<file path="src/rtl/fwg_pkg.sv">
package fwg_pkg;

   // strobe lane indices
   localparam int NSTB   = 3;
   localparam int STB_CE = 0;
   localparam int STB_OE = 1;
   localparam int STB_WE = 2;

   // level each filtered strobe takes in reset: chip and write enable
   // start asserted so that a bus held active through power-up is never
   // mistaken for an idle bus
   function automatic bit stb_rst_lvl(input int lane);
      return (lane == STB_OE);
   endfunction

   // width of a run counter that must reach n-1
   function automatic int run_width(input int n);
      return (n > 2) ? $clog2(n) : 1;
   endfunction

endpackage

</file>
<file path="src/rtl/fwg_glitch_filt.sv">
module fwg_glitch_filt #(
   parameter int FILT    = 3,
   parameter bit RST_LVL = 1'b1
) (
   input  logic clk,
   input  logic rst_n,
   input  logic raw,
   output logic lvl
);
   localparam int CW = fwg_pkg::run_width(FILT);
   localparam logic [CW-1:0] LAST = CW'(FILT - 1);

   logic [CW-1:0] run;

   always_ff @(posedge clk) begin
      if (!rst_n) begin
         lvl <= RST_LVL;
         run <= '0;
      end else if (raw == lvl) begin
         run <= '0;
      end else if (run == LAST) begin
         lvl <= raw;
         run <= '0;
      end else begin
         run <= run + 1'b1;
      end
   end


   lvl_follows_raw_chk: assert property (@(posedge clk) disable iff (!rst_n)
      (lvl != $past(lvl)) |-> ($past(raw) == lvl));

endmodule

</file>
<file path="src/rtl/fwg_arm.sv">
module fwg_arm (
   input  logic clk,
   input  logic rst_n,
   input  logic lockout,
   input  logic ce_f,
   input  logic we_f,
   output logic armed
);
   always_ff @(posedge clk) begin
      if (!rst_n)
         armed <= 1'b0;
      else if (lockout)
         armed <= 1'b0;
      else if (ce_f || we_f)
         armed <= 1'b1;
   end


   lockout_disarms_chk: assert property (@(posedge clk) disable iff (!rst_n)
      lockout |=> !armed);

endmodule

</file>
<file path="src/rtl/fwg_prot.sv">
module fwg_prot #(
   parameter int GIW       = 6,
   parameter int NGRP      = 64,
   parameter bit BOUND_TOP = 1'b0
) (
   input  logic [GIW-1:0]  grp_idx,
   input  logic [NGRP-1:0] locked,
   input  logic            wp_low,
   output logic            prot,
   output logic            stored_hit
);
   localparam int BND = BOUND_TOP ? (NGRP - 1) : 0;

   logic [NGRP-1:0] hit;
   logic [NGRP-1:0] forced;

   for (genvar g = 0; g < NGRP; g++) begin : g_grp
      assign hit[g]    = (grp_idx == GIW'(g));
      assign forced[g] = wp_low && (g == BND);
   end

   assign stored_hit = |(hit & locked);
   assign prot       = |(hit & (locked | forced));

endmodule

</file>
<file path="src/rtl/flash_wr_gate.sv">
module flash_wr_gate #(
   parameter int AW        = 24,
   parameter int DW        = 16,
   parameter int GRP_BITS  = 18,
   parameter int NGRP      = 64,
   parameter int FILT      = 3,
   parameter bit BOUND_TOP = 1'b0
) (
   input  logic            clk,
   input  logic            rst_n,
   input  logic            ce_n,
   input  logic            oe_n,
   input  logic            we_n,
   input  logic            wp_n,
   input  logic            wp_drv,
   input  logic            lockout,
   input  logic [AW-1:0]   addr,
   input  logic [DW-1:0]   data,
   input  logic            pe_cyc,
   input  logic [NGRP-1:0] grp_locked,
   output logic            wr_stb,
   output logic [AW-1:0]   wr_addr,
   output logic [DW-1:0]   wr_data,
   output logic            rej_stb,
   output logic            rd_mode_req
);
   import fwg_pkg::*;

   localparam int GIW = AW - GRP_BITS;

   // elaboration checks
   if (FILT < 1) begin : g_bad_filt
      $error("FILT must be at least 1");
   end
   if (GRP_BITS < 1 || GIW < 1) begin : g_bad_split
      $error("GRP_BITS must leave at least one group index bit in AW");
   end
   if (GIW >= 1 && GIW < 31 && NGRP > (1 << GIW)) begin : g_bad_ngrp
      $error("NGRP exceeds the groups addressable by the upper address bits");
   end
   if (NGRP < 1 || DW < 1) begin : g_bad_size
      $error("NGRP and DW must be positive");
   end

   // strobe filtering
   logic [NSTB-1:0] raw_v;
   logic [NSTB-1:0] filt_v;

   assign raw_v[STB_CE] = ce_n;
   assign raw_v[STB_OE] = oe_n;
   assign raw_v[STB_WE] = we_n;

   for (genvar i = 0; i < NSTB; i++) begin : g_filt
      fwg_glitch_filt #(
         .FILT    (FILT),
         .RST_LVL (stb_rst_lvl(i))
      ) i_filt (
         .clk   (clk),
         .rst_n (rst_n),
         .raw   (raw_v[i]),
         .lvl   (filt_v[i])
      );
   end

   logic ce_f, oe_f, we_f;
   assign ce_f = filt_v[STB_CE];
   assign oe_f = filt_v[STB_OE];
   assign we_f = filt_v[STB_WE];

   // arming after reset and lockout
   logic armed;

   fwg_arm i_arm (
      .clk     (clk),
      .rst_n   (rst_n),
      .lockout (lockout),
      .ce_f    (ce_f),
      .we_f    (we_f),
      .armed   (armed)
   );

   // edge tracking and capture
   logic we_q;
   logic both_low_q;
   logic both_low;
   logic [AW-1:0] a_hold;
   logic [DW-1:0] d_hold;
   logic pe_hold;

   assign both_low = !ce_f && !we_f;

   always_ff @(posedge clk) begin
      if (!rst_n) begin
         we_q       <= 1'b0;
         both_low_q <= 1'b1;
         a_hold     <= '0;
         d_hold     <= '0;
         pe_hold    <= 1'b0;
      end else begin
         we_q       <= we_f;
         both_low_q <= both_low;
         if (both_low && !both_low_q) begin
            a_hold  <= addr;
            d_hold  <= data;
            pe_hold <= pe_cyc;
         end
      end
   end

   // protection lookup
   logic wp_low;
   logic prot;
   logic stored_hit;
   logic [GIW-1:0] grp_idx;

   assign wp_low  = wp_drv && !wp_n;
   assign grp_idx = a_hold[AW-1:GRP_BITS];

   fwg_prot #(
      .GIW       (GIW),
      .NGRP      (NGRP),
      .BOUND_TOP (BOUND_TOP)
   ) i_prot (
      .grp_idx    (grp_idx),
      .locked     (grp_locked),
      .wp_low     (wp_low),
      .prot       (prot),
      .stored_hit (stored_hit)
   );

   // qualification and outputs
   logic accept;
   logic deny;

   assign accept = we_f && !we_q && !ce_f && oe_f && armed && !lockout;
   assign deny   = pe_hold && prot;

   always_ff @(posedge clk) begin
      if (!rst_n) begin
         wr_stb      <= 1'b0;
         rej_stb     <= 1'b0;
         rd_mode_req <= 1'b1;
      end else begin
         wr_stb      <= accept && !deny;
         rej_stb     <= accept && deny;
         rd_mode_req <= lockout;
      end
   end

   assign wr_addr = a_hold;
   assign wr_data = d_hold;


   single_pulse_chk: assert property (@(posedge clk) disable iff (!rst_n)
      wr_stb |=> !wr_stb);


   strobe_combo_chk: assert property (@(posedge clk) disable iff (!rst_n)
      wr_stb |-> $past(!ce_f && oe_f && we_f));


   no_write_in_lockout_chk: assert property (@(posedge clk) disable iff (!rst_n)
      (wr_stb || rej_stb) |-> !$past(lockout));


   read_mode_req_chk: assert property (@(posedge clk) disable iff (!rst_n)
      lockout |=> rd_mode_req);


   armed_before_accept_chk: assert property (@(posedge clk) disable iff (!rst_n)
      wr_stb |-> $past(armed));


   strobe_exclusive_chk: assert property (@(posedge clk) disable iff (!rst_n)
      !(wr_stb && rej_stb));


   stored_lock_honoured_chk: assert property (@(posedge clk) disable iff (!rst_n)
      wr_stb |-> !($past(pe_hold) && $past(stored_hit)));

endmodule

</file>
<file path="config.mk">
export PLATFORM = sky130hd
export DESIGN_NAME = flash_wr_gate
export DESIGN_NICKNAME = d
export VERILOG_FILES = /design/src/rtl/fwg_pkg.sv /design/src/rtl/fwg_glitch_filt.sv /design/src/rtl/fwg_arm.sv /design/src/rtl/fwg_prot.sv /design/src/rtl/flash_wr_gate.sv
export SDC_FILE = /design/constraint.sdc
export NUM_CORES = 1
export LEC_CHECK = 0
export ABC_AREA = 1
export BUFFER_PORTS_ARGS = -buffer_cell sky130_fd_sc_hd__buf_2
export CAP_MARGIN = 20
export CORE_MARGIN = 2
export CORE_UTILIZATION = 39
export DETAILED_ROUTE_END_ITERATION = 10
export HOLD_SLACK_MARGIN = 0.06
export PLACE_DENSITY = 0.78
export SYNTH_ARGS = -nofsm -noshare
export SYNTH_HDL_FRONTEND = slang
export SYNTH_SLANG_ARGS = --single-unit
export TNS_END_PERCENT = 5
</file>
<file path="constraint.sdc">
create_clock -name clk -period 1.4 [get_ports clk]
set_input_delay 0.14 -clock clk [delete_from_list [all_inputs] [get_ports clk]]
set_output_delay 0.14 -clock clk [all_outputs]
set_load 0.05 [all_outputs]
</file>
== After elaboration in Yosys (flattened, before gate mapping) ==
Cells that the tools add are included.
Word-level totals
  register bits after elaboration: 56
  latch bits: 0
  RAM bits: 0
  bits in read-only memories: 0
  output and inout bits: 43
  word-level logic and storage cells: 121
  memories kept: 0
Operators by class
  add/sub/neg operators: 3
  multipliers: 0
  divide/modulo/power cells: 0
  $lt $le $gt $ge: 0
  eq/ne operators: 69
  shift operators: 0
  mux-type cells: 0
  bitwise logic cells: 6
  reductions and logical operators: 28
Operators with widths (number)
  == test 6 bit, second input constant: 32
  == test 6 x 5 -> 1 bit, second input constant: 16
  bitwise AND 64 bit: 1
  OR 64 x 1 -> 64 bit: 1
  OR reduction 64 bit: 1
  == test 6 x 4 -> 1 bit, second input constant: 8
  == test 6 x 3 -> 1 bit, second input constant: 4
  == test 6 x 2 -> 1 bit, second input constant: 2
  logical AND 1 bit: 11
  OR reduction 3 bit: 3
  zero test 1 bit: 7
  adder 2 x 1 -> 2 bit, second input constant: 3
  == test 2 bit, second input constant: 3
  == test 6 x 1 -> 1 bit, second input constant: 1
  zero test 6 bit: 1
  AND reduction 2 bit: 3
  NOT 1 bit: 4
  == test 1 bit: 3
  OR reduction 2 bit: 1
  logical OR 1 bit: 1

== Depth between registers and ports, before layout ==
Gate-level depths: netlist (run 1).
  depth in word-level cells: 8
  mapped depth: 12
  gate-level depth less buffers: 12

== Modules after synthesis ==
From an unflattened synthesis (run 1), not the netlist that was laid out.
Second synthesis, totals
  cells, all modules: 542
  area, all modules: 3276.9 µm²
Modules (own cells, without submodules)
  flash_wr_gate: times used 1, cells each 288, area an instance 2011.9 µm², seq. area each 920.9 µm²
  fwg_prot: times used 1, cells each 196, area an instance 817.0 µm², seq. area each 0.0 µm²
  fwg_glitch_filt (g_filt[0].i_filt ...): times used 2, cells each 18, area an instance 136.4 µm², seq. area each 60.1 µm²
  fwg_glitch_filt (g_filt[1].i_filt): times used 1, cells each 16, area an instance 128.9 µm², seq. area each 60.1 µm²
  fwg_arm: times used 1, cells each 6, area an instance 46.3 µm², seq. area each 20.0 µm²

== Least setup slack after synthesis (run 1) ==
OpenSTA, ideal clock, no wires.
  path kind: register to register
  from: register a_hold[23], in the netlist wr_addr[23]
  to: register wr_stb
  arrival time: 1672 ps
  slack: -337 ps
  cell stages (with the launch flop): 12
  path buffers: 1
  period minus slack after synthesis: 1737 ps
  cells stage by stage: dfxtp_1 > nor2_2 > buf_6 > nand3_1 > nand2_1 > nor2_1 > nand2_1 > nor2_1 > nand2_1 > nor2_2 > nor2_1 > nor2_1
On the way
  word-level cells in the longest chain between the ends: 6
  elaborated cells between the ends (all ways): 69
  those cells by class: eq/ne: 63; bitwise: 1; reduce/logical: 5
RTL lines
  start: declaration: RTL line flash_wr_gate.sv:86  | logic [AW-1:0] a_hold;
  start signal: assignment: RTL line flash_wr_gate.sv:103  | a_hold <= addr;
  == test 6 x 1 -> 1 bit (tied with other cells): RTL line fwg_prot.sv:18  | assign hit[g] = (grp_idx == GIW'(g));
  bitwise AND 64 bit (*): RTL line fwg_prot.sv:23  | assign prot = |(hit & (locked | forced));
  OR reduction 64 bit (*): RTL line fwg_prot.sv:23
  logical AND 1 bit (*): RTL line flash_wr_gate.sv:136  | assign deny = pe_hold && prot;
  zero test 1 bit (*): RTL line flash_wr_gate.sv:144  | wr_stb <= accept && !deny;
  logical AND 1 bit (*): RTL line flash_wr_gate.sv:144
  end signal: assignment: RTL line flash_wr_gate.sv:144
  end: declaration: RTL line flash_wr_gate.sv:21  | output logic wr_stb,
Every way passes the cells marked *; elsewhere a longest branch is shown, timed or not.
A chain may end at the register's enable or synchronous reset.

== Final worst setup path (run 1) ==
  from: register a_hold[21], in the netlist wr_addr[21]
  to: register wr_stb
Same word-level chain as after synthesis.

==> results.md, run 1 <==
- Status: finished, violations left
- Failing checks: setup timing
- Root Buffer: clkbuf_8
- Final hold vios: 0
- Synth Register Bits: 56
- H-tree lvl count: 2
- Number of buffers created by CTS: 5
- Leakage power: 0.00225 uW
- Tightest Hold Check Type: input port to register
- FP Rows: 30
- Final WS setup: -105 ps
- Mapped cell area: 2660 um^2
- Pre-antenna DRT Iters: 5
- Synth-to-Final Area Change: 59.6%
- Final HPWL DP: 6.55 mm
- Pwr Total: 3570 uW
- Synth Warn #: 0
- R2R cell count: 12
- Die Area: 7500 um^2
- Worst EP required: 1650 ps
- Max-cap violations: 0
- Share of post-route cells with drive strength above 1: 38.7%
- Final core occ: 63.6%
- Avg Inst Size Synth: 6.68 um^2
- Hold Worst Slack: 70.0 ps
- Core area: 6680 um^2
- Worst EP arrival: 1750 ps
- Fin crit period: 1500 ps
- Fin nets: 712
- Residual DRC: 0
- Clk sinks: 56
- WL final: 9.50 mm
- Worst Hold Depth: 3
- Hold_sp: data[4]
- VDD IR max: 0.709 mV
- Vias in the first global route: 3310
- Final period util: 107%
- Clk Latency, worst-skew pair: 300 ps
- Drt wl/cell: 14.0 um
- Post-synth cell types: 20
- Top-level I/O count: 156
- Mapped Cells: 398
- CP endpoint kind: register
- PwrDens: 841 nW/um^2
- Seq/Total Area, Yosys: 42.1%
- Initial antenna violation count: 0
- Startpoint types: register
- Die Ht: 86.6 um
- Fmax: 665 MHz
- Grt total ovfl: 0
- RSZ-0062 raised after global routing: true
- Ant diodes: 0
- Tightest Pin Transition: 285 ps
- Initial Utilization: 39.8%
- Clock transition at the registers of the reported paths: 100 ps
- Post-route ant nets: 0
- Worst-path fanout max: 4
- Width of the die: 86.6 um
- Via Count: 3463
- Post-route setup TNS: -179 ps
- CP Class: register to register
- Vias/cell: 5.12
- Relative slew slack: 80.8%
- Placer's final routability congestion estimate: 0.972
- Syn nets: 514
- Placed cell area: 3640 um^2
- First-pass GRT wire length: 15.0 mm
- Worst r2r src: wr_addr[21]
- Critical Path Start: wr_addr[21]
- Input/output buffers: 155
- Final setup fails: 2
- Cell area after layout: 4250 um^2
- CTS Buffer Depth: 2
- CTS tree: yes
- Total track usage: 24.9%
- Slew Limit Fails: 0
- Starting DRC count in detailed routing: 105
- Worst clock skew: 7.74 ps
- Largest net degree at the start of global routing: 35
cells by family (layout without fill, tap and decap cells):
| group | after synthesis | in the layout | synth area share [%] |
|---|---|---|---|
| buffers and inverters | 36 | 235 | 6.21 |
| and+or+nand+nor | 243 | 243 | 38.4 |
| AOI/OAI and AO/OA | 59 | 59 | 11.5 |
| DFF | 56 | 56 | 42.1 |
| muxes | 1 | 1 | 0.376 |
| adders and majority gates | 3 | 3 | 1.41 |
area by class of cell:
class	instances	area (um^2)
fillers	605	2430
multi-input cells	306	1520
repair buffers	208	1300
flip-flops and latches	56	1140
well taps	80	100
clock buffers	7	86.3
inverters	19	86.3
clock inverters	1	8.76
final timing paths:
kind	slack, ps	end
hold reg to reg	420	g_filt[1].i_filt.run[0]
hold / removal	70	wr_data[4]
setup reg to reg	-100	wr_stb
setup / recovery	-100	wr_stb
cells in the mapped netlist, drive strengths merged:
cell,count,area [um^2]
nor2,121,477
nand3,63,315
dfxtp,56,1120
nand2,55,206
o21ai,43,215
inv,19,71.3
a21oi,12,60.1
clkbuf,10,37.5
buf,7,56.3
ha,3,37.5
o211ai,3,22.5
nand4,2,12.5
nor3,2,10.0
mux2i,1,10.0
o21bai,1,7.51
power by group:
| part | internal [uW] | switching [uW] |
|---|---|---|
| sequential | 1670 | 54.1 |
| combinational | 366 | 568 |
| clock | 407 | 507 |
| total | 2440 | 1130 |
routing by layer:
| metal | vias to the layer above | part of all wire (%) | GRT usage (%) |
|---|---|---|---|
| met3 | 22 | 11 | 5.71 |
| met4 | 0 | 2.4 | 7.53 |
| met2 | 206 | 48 | 44.7 |
| li1 | 1698 | - | - |
| met1 | 1537 | 39 | 29.5 |
| met5 | - | 0 | 0 |
per-stage QoR:
step                      setup WS (ps)  cells
final                              -105    677
after global routing               -230    677
after CTS                         -91.0    676
after detailed placement           -183    638
after global placement             -152    638
after floorplan                    14.7    398
flip-flops by register name (all words and copies together) (netlist names):
register	cells
we_q	1
rej_stb	1
wr_stb	1
both_low_q	1
pe_hold	1
rd_mode_req	1
wr_data	16
wr_addr	24
i_arm.armed	1
g_filt.i_filt.run	6
g_filt.i_filt.lvl	3
repair_timing:
action | in CTS | in global routing
setup buffers | 9 | 1
hold buffers | 29 | 0
endpoints found under the setup margin | 2 | 3
gates resized for setup | 44 | 8
gates cloned | 0 | 0
pin swaps | 29 | 14
endpoints found under the hold margin | 29 | 0
placed cells by master, fill, tap and decap left out:
master           n
buf_4           16
nor3_1           2
ha_1             3
buf_2          155
nand2_2          1
a21oi_1         12
nand4_1          2
nand3_1         61
nor2_2          16
dlygate4sd3_1   29
nand3_2          2
clkbuf_1         1
clkinv_4         1
dfxtp_4          6
clkbuf_8         6
inv_6            2
o21ai_0         43
nand2_4          5
o211ai_1         3
nor2_4           6
dfxtp_1         50
nand2_1         47
nor2_1          99
buf_6            5
nand2_8          2
inv_1           12
inv_4            2
o21bai_1         1
buf_12           3
mux2i_1          1
inv_2            3
critical path: stages (launching register included):
cell and delay, ps:
dfxtp_4 370, buf_4 140, nand2_4 90, nor2_2 70, nand3_1 80, nand2_1 70
nor2_1 120, nand2_1 80, nor2_1 90, nand2_1 60, nor2_2 150, nor2_1 50
nor2_1 80
Power figures use the tool's default switching activity.
==> inputs of run 2 (changes only) <==
Settings changed: CELL_PAD_IN_SITES_DETAIL_PLACEMENT set to 0, CELL_PAD_IN_SITES_GLOBAL_PLACEMENT set to 1, CORE_UTILIZATION 39 to 26, PLACE_DENSITY 0.78 to 0.79, RECOVER_POWER set to 25, SETUP_SLACK_MARGIN set to 0.2.
==> run 2 against run 1 <==
Against the previous run:
- the run still ends with setup timing left
- die area rose by 47%
- first-iteration DRC count rose by 45%
- largest cell class unchanged
- core utilization fell by 18 points
- via count fell by 2.6%
- routed wire length barely moved
- global-route usage fell by 8.2 points
- critical path depth did not move
==> results.md, run 2 (synthesized netlist as in run 1, its figures left out) <==
- Status: finished, violations left
- Failing checks: setup timing
- Startpoint types: register
- Share of post-route cells with drive strength above 1: 41.7% (+3.0 points)
- VDD IR max: 0.499 mV (-30%)
- Die Ht: 105 um (+21%)
- Most common cell after layout, fill and taps aside: buf_2
- Root Buffer: clkbuf_8
- Core area: 9860 um^2 (+48%)
- Starting DRC count in detailed routing: 152 (+45%)
- Post-route ant nets: 0 (unchanged)
- Initial antenna violation count: 1 (+1)
- Synth-to-Final Area Change: 68.1%
- Final WS setup: -139 ps (-33.9 ps)
- Worst EP arrival: 1780 ps (+30 ps)
- Worst EP required: 1640 ps (about the same)
- Worst R2R Setup Slack: -140 ps (-30 ps)
- Pwr Total: 3640 uW (+1.9%)
- Tightest Pin Transition: 600 ps (+314 ps)
- Tightest Hold Check Type: input port to register
- Placed cells: 690 (+8.2%)
- Leakage power: 0.00224 uW (-0.17%)
- Pre-antenna DRT Iters: 4 (-1)
- RSZ-0062 raised after global routing: true
- Final setup fails: 2 (unchanged)
- FP Rows: 36 (+20%)
- Die Area: 11100 um^2 (+47%)
- Fmax: 650 MHz (-2.2%)
- Fin crit period: 1540 ps (+33.9 ps)
- Worst clock skew: 8.62 ps (+0.880 ps)
- Worst r2r src: wr_addr[19]
- Max-cap violations: 0 (unchanged)
- Number of buffers created by CTS: 5 (unchanged)
- Input/output buffers: 155 (unchanged)
- Vias/cell: 4.57 (-11%)
- Clk sinks: 56 (unchanged)
- Placed cell area: 3700 um^2 (+1.6%)
- H-tree lvl count: 2 (unchanged)
- Max reg flops: 24 (unchanged)
- CTS tree: yes
- CP endpoint kind: register
- Ant diodes: 0 (unchanged)
- Residual DRC: 0 (unchanged)
- R2R cell count: 12 (unchanged)
- Largest net degree at the start of global routing: 35 (unchanged)
- Final hold vios: 0 (unchanged)
- Vias in the first global route: 3331 (+0.63%)
- PwrDens: 814 nW/um^2 (-3.2%)
- Finished Layout Cells: 738 (+9.0%)
- Width of the die: 105 um (+21%)
- CP Class: register to register
- Hold_sp: data[14]
- Most frequent cells in the layout: buf_2, nor2_1, nand3_1
- Clk Latency, worst-skew pair: 310 ps (about the same)
- Top-level I/O count: 156 (unchanged)
- WL final: 9.51 mm (about the same)
- Clock transition at the registers of the reported paths: 100 ps (about the same)
- Fin nets: 721 (+1.3%)
- Worst Hold Depth: 3 (unchanged)
- Relative slew slack: 60.2% (-21 points)
- Total track usage: 16.7% (-8.2 points)
- CTS Buffer Depth: 2 (unchanged)
- Worst-path fanout max: 5 (+1)
- First-pass GRT wire length: 15.3 mm (+2.1%)
- Cell area after layout: 4470 um^2 (+5.3%)
- Placer's final routability congestion estimate: 0.887 (-8.7%)
- Initial Utilization: 27.0% (-13 points)
- Slew Limit Fails: 0 (unchanged)
- Grt total ovfl: 0 (unchanged)
- Worst Hold End: wr_data[14]
- Reg2reg end: wr_stb
- Drt wl/cell: 12.9 um (-8.2%)
- Final period util: 110% (+2.4 points)
- Final HPWL DP: 6.88 mm (+5.0%)
- Via Count: 3373 (-2.6%)
run 2: cell count changes in the layout (fill, tap and decap cells not counted), moves of 3 or more:
| cell | change |
|---|---|
| nor2_1 | -14 |
| nand3_1 | -4 |
| buf_4 | +7 |
| clkbuf_2 | +7 |
| buf_2 | -19 |
| nor2_2 | +14 |
| o21ai_1 | +5 |
| o21ai_0 | -6 |
| nand2_2 | +3 |
| clkbuf_1 | +9 |
| nand3_2 | +4 |
run 2: how the worst max path moves through the flow:
stage | start | to | slack, ps
CTS | wr_addr[20] | wr_stb | -150
global placement | wr_addr[18] | wr_stb | -130
global route | wr_addr[21] | wr_stb | -330
floorplan | wr_addr[23] | wr_stb | 10
finish | wr_addr[19] | wr_stb | -140
detailed placement | wr_addr[19] | wr_stb | -180
run 2: power breakdown:
part	switching, uW	internal, uW
Combinational	573	394
Clock	492	454
Sequential	56.5	1670
Total	1120	2520
run 2: what timing repair did:
| item | CTS | global route |
|---|---|---|
| pin swaps | 18 | 18 |
| hold endpoints to repair | 30 | 0 |
| hold buffers | 30 | 0 |
| buffers inserted | 7 | 4 |
| endpoints found under the setup margin | 41 | 43 |
| resized for setup | 51 | 41 |
run 2: final cells by class:
cell class	instances	area [um^2]
fill	1004	5390
multi-input combinational	306	1580
timing repair buffer	217	1410
sequential	56	1140
tap	133	166
clock buffer	7	97.6
inverter	19	81.3
run 2: critical path: stages, from the launching register on:
cell and delay [ps]:
dfxtp_4 370, buf_4 140, nand2_4 110, nor2_2 70, nand3_1 70, nand2_1 60
nor2_1 120, nand2_1 100, nor2_2 100, nand2_1 70, nor2_2 130, nor2_1 50
nor2_1 90
run 2: metal layers:
layer | part of all wire (%) | GRT usage [%] | up-vias
li1 | - | - | 1716
met1 | 42 | 19.6 | 1472
met2 | 48 | 29.5 | 169
met3 | 9.3 | 4.87 | 14
met4 | 1.3 | 4.48 | 2
met5 | 0.12 | 0 | -
run 2: per-stage QoR:
| stage | hold slack (ps) | setup slack (ps) | TNS, ps | util [%] |
|---|---|---|---|---|
| finish | 72.6 | -139 | -242 | 45.3 |
| floorplan | 245 | 14.7 | 0 | - |
| CTS | 63.6 | -152 | -262 | 43.5 |
| global placement | 362 | -129 | -233 | 37.5 |
| detailed placement | 370 | -176 | -323 | 37.5 |
| global route | 73.9 | -334 | -610 | 45.3 |
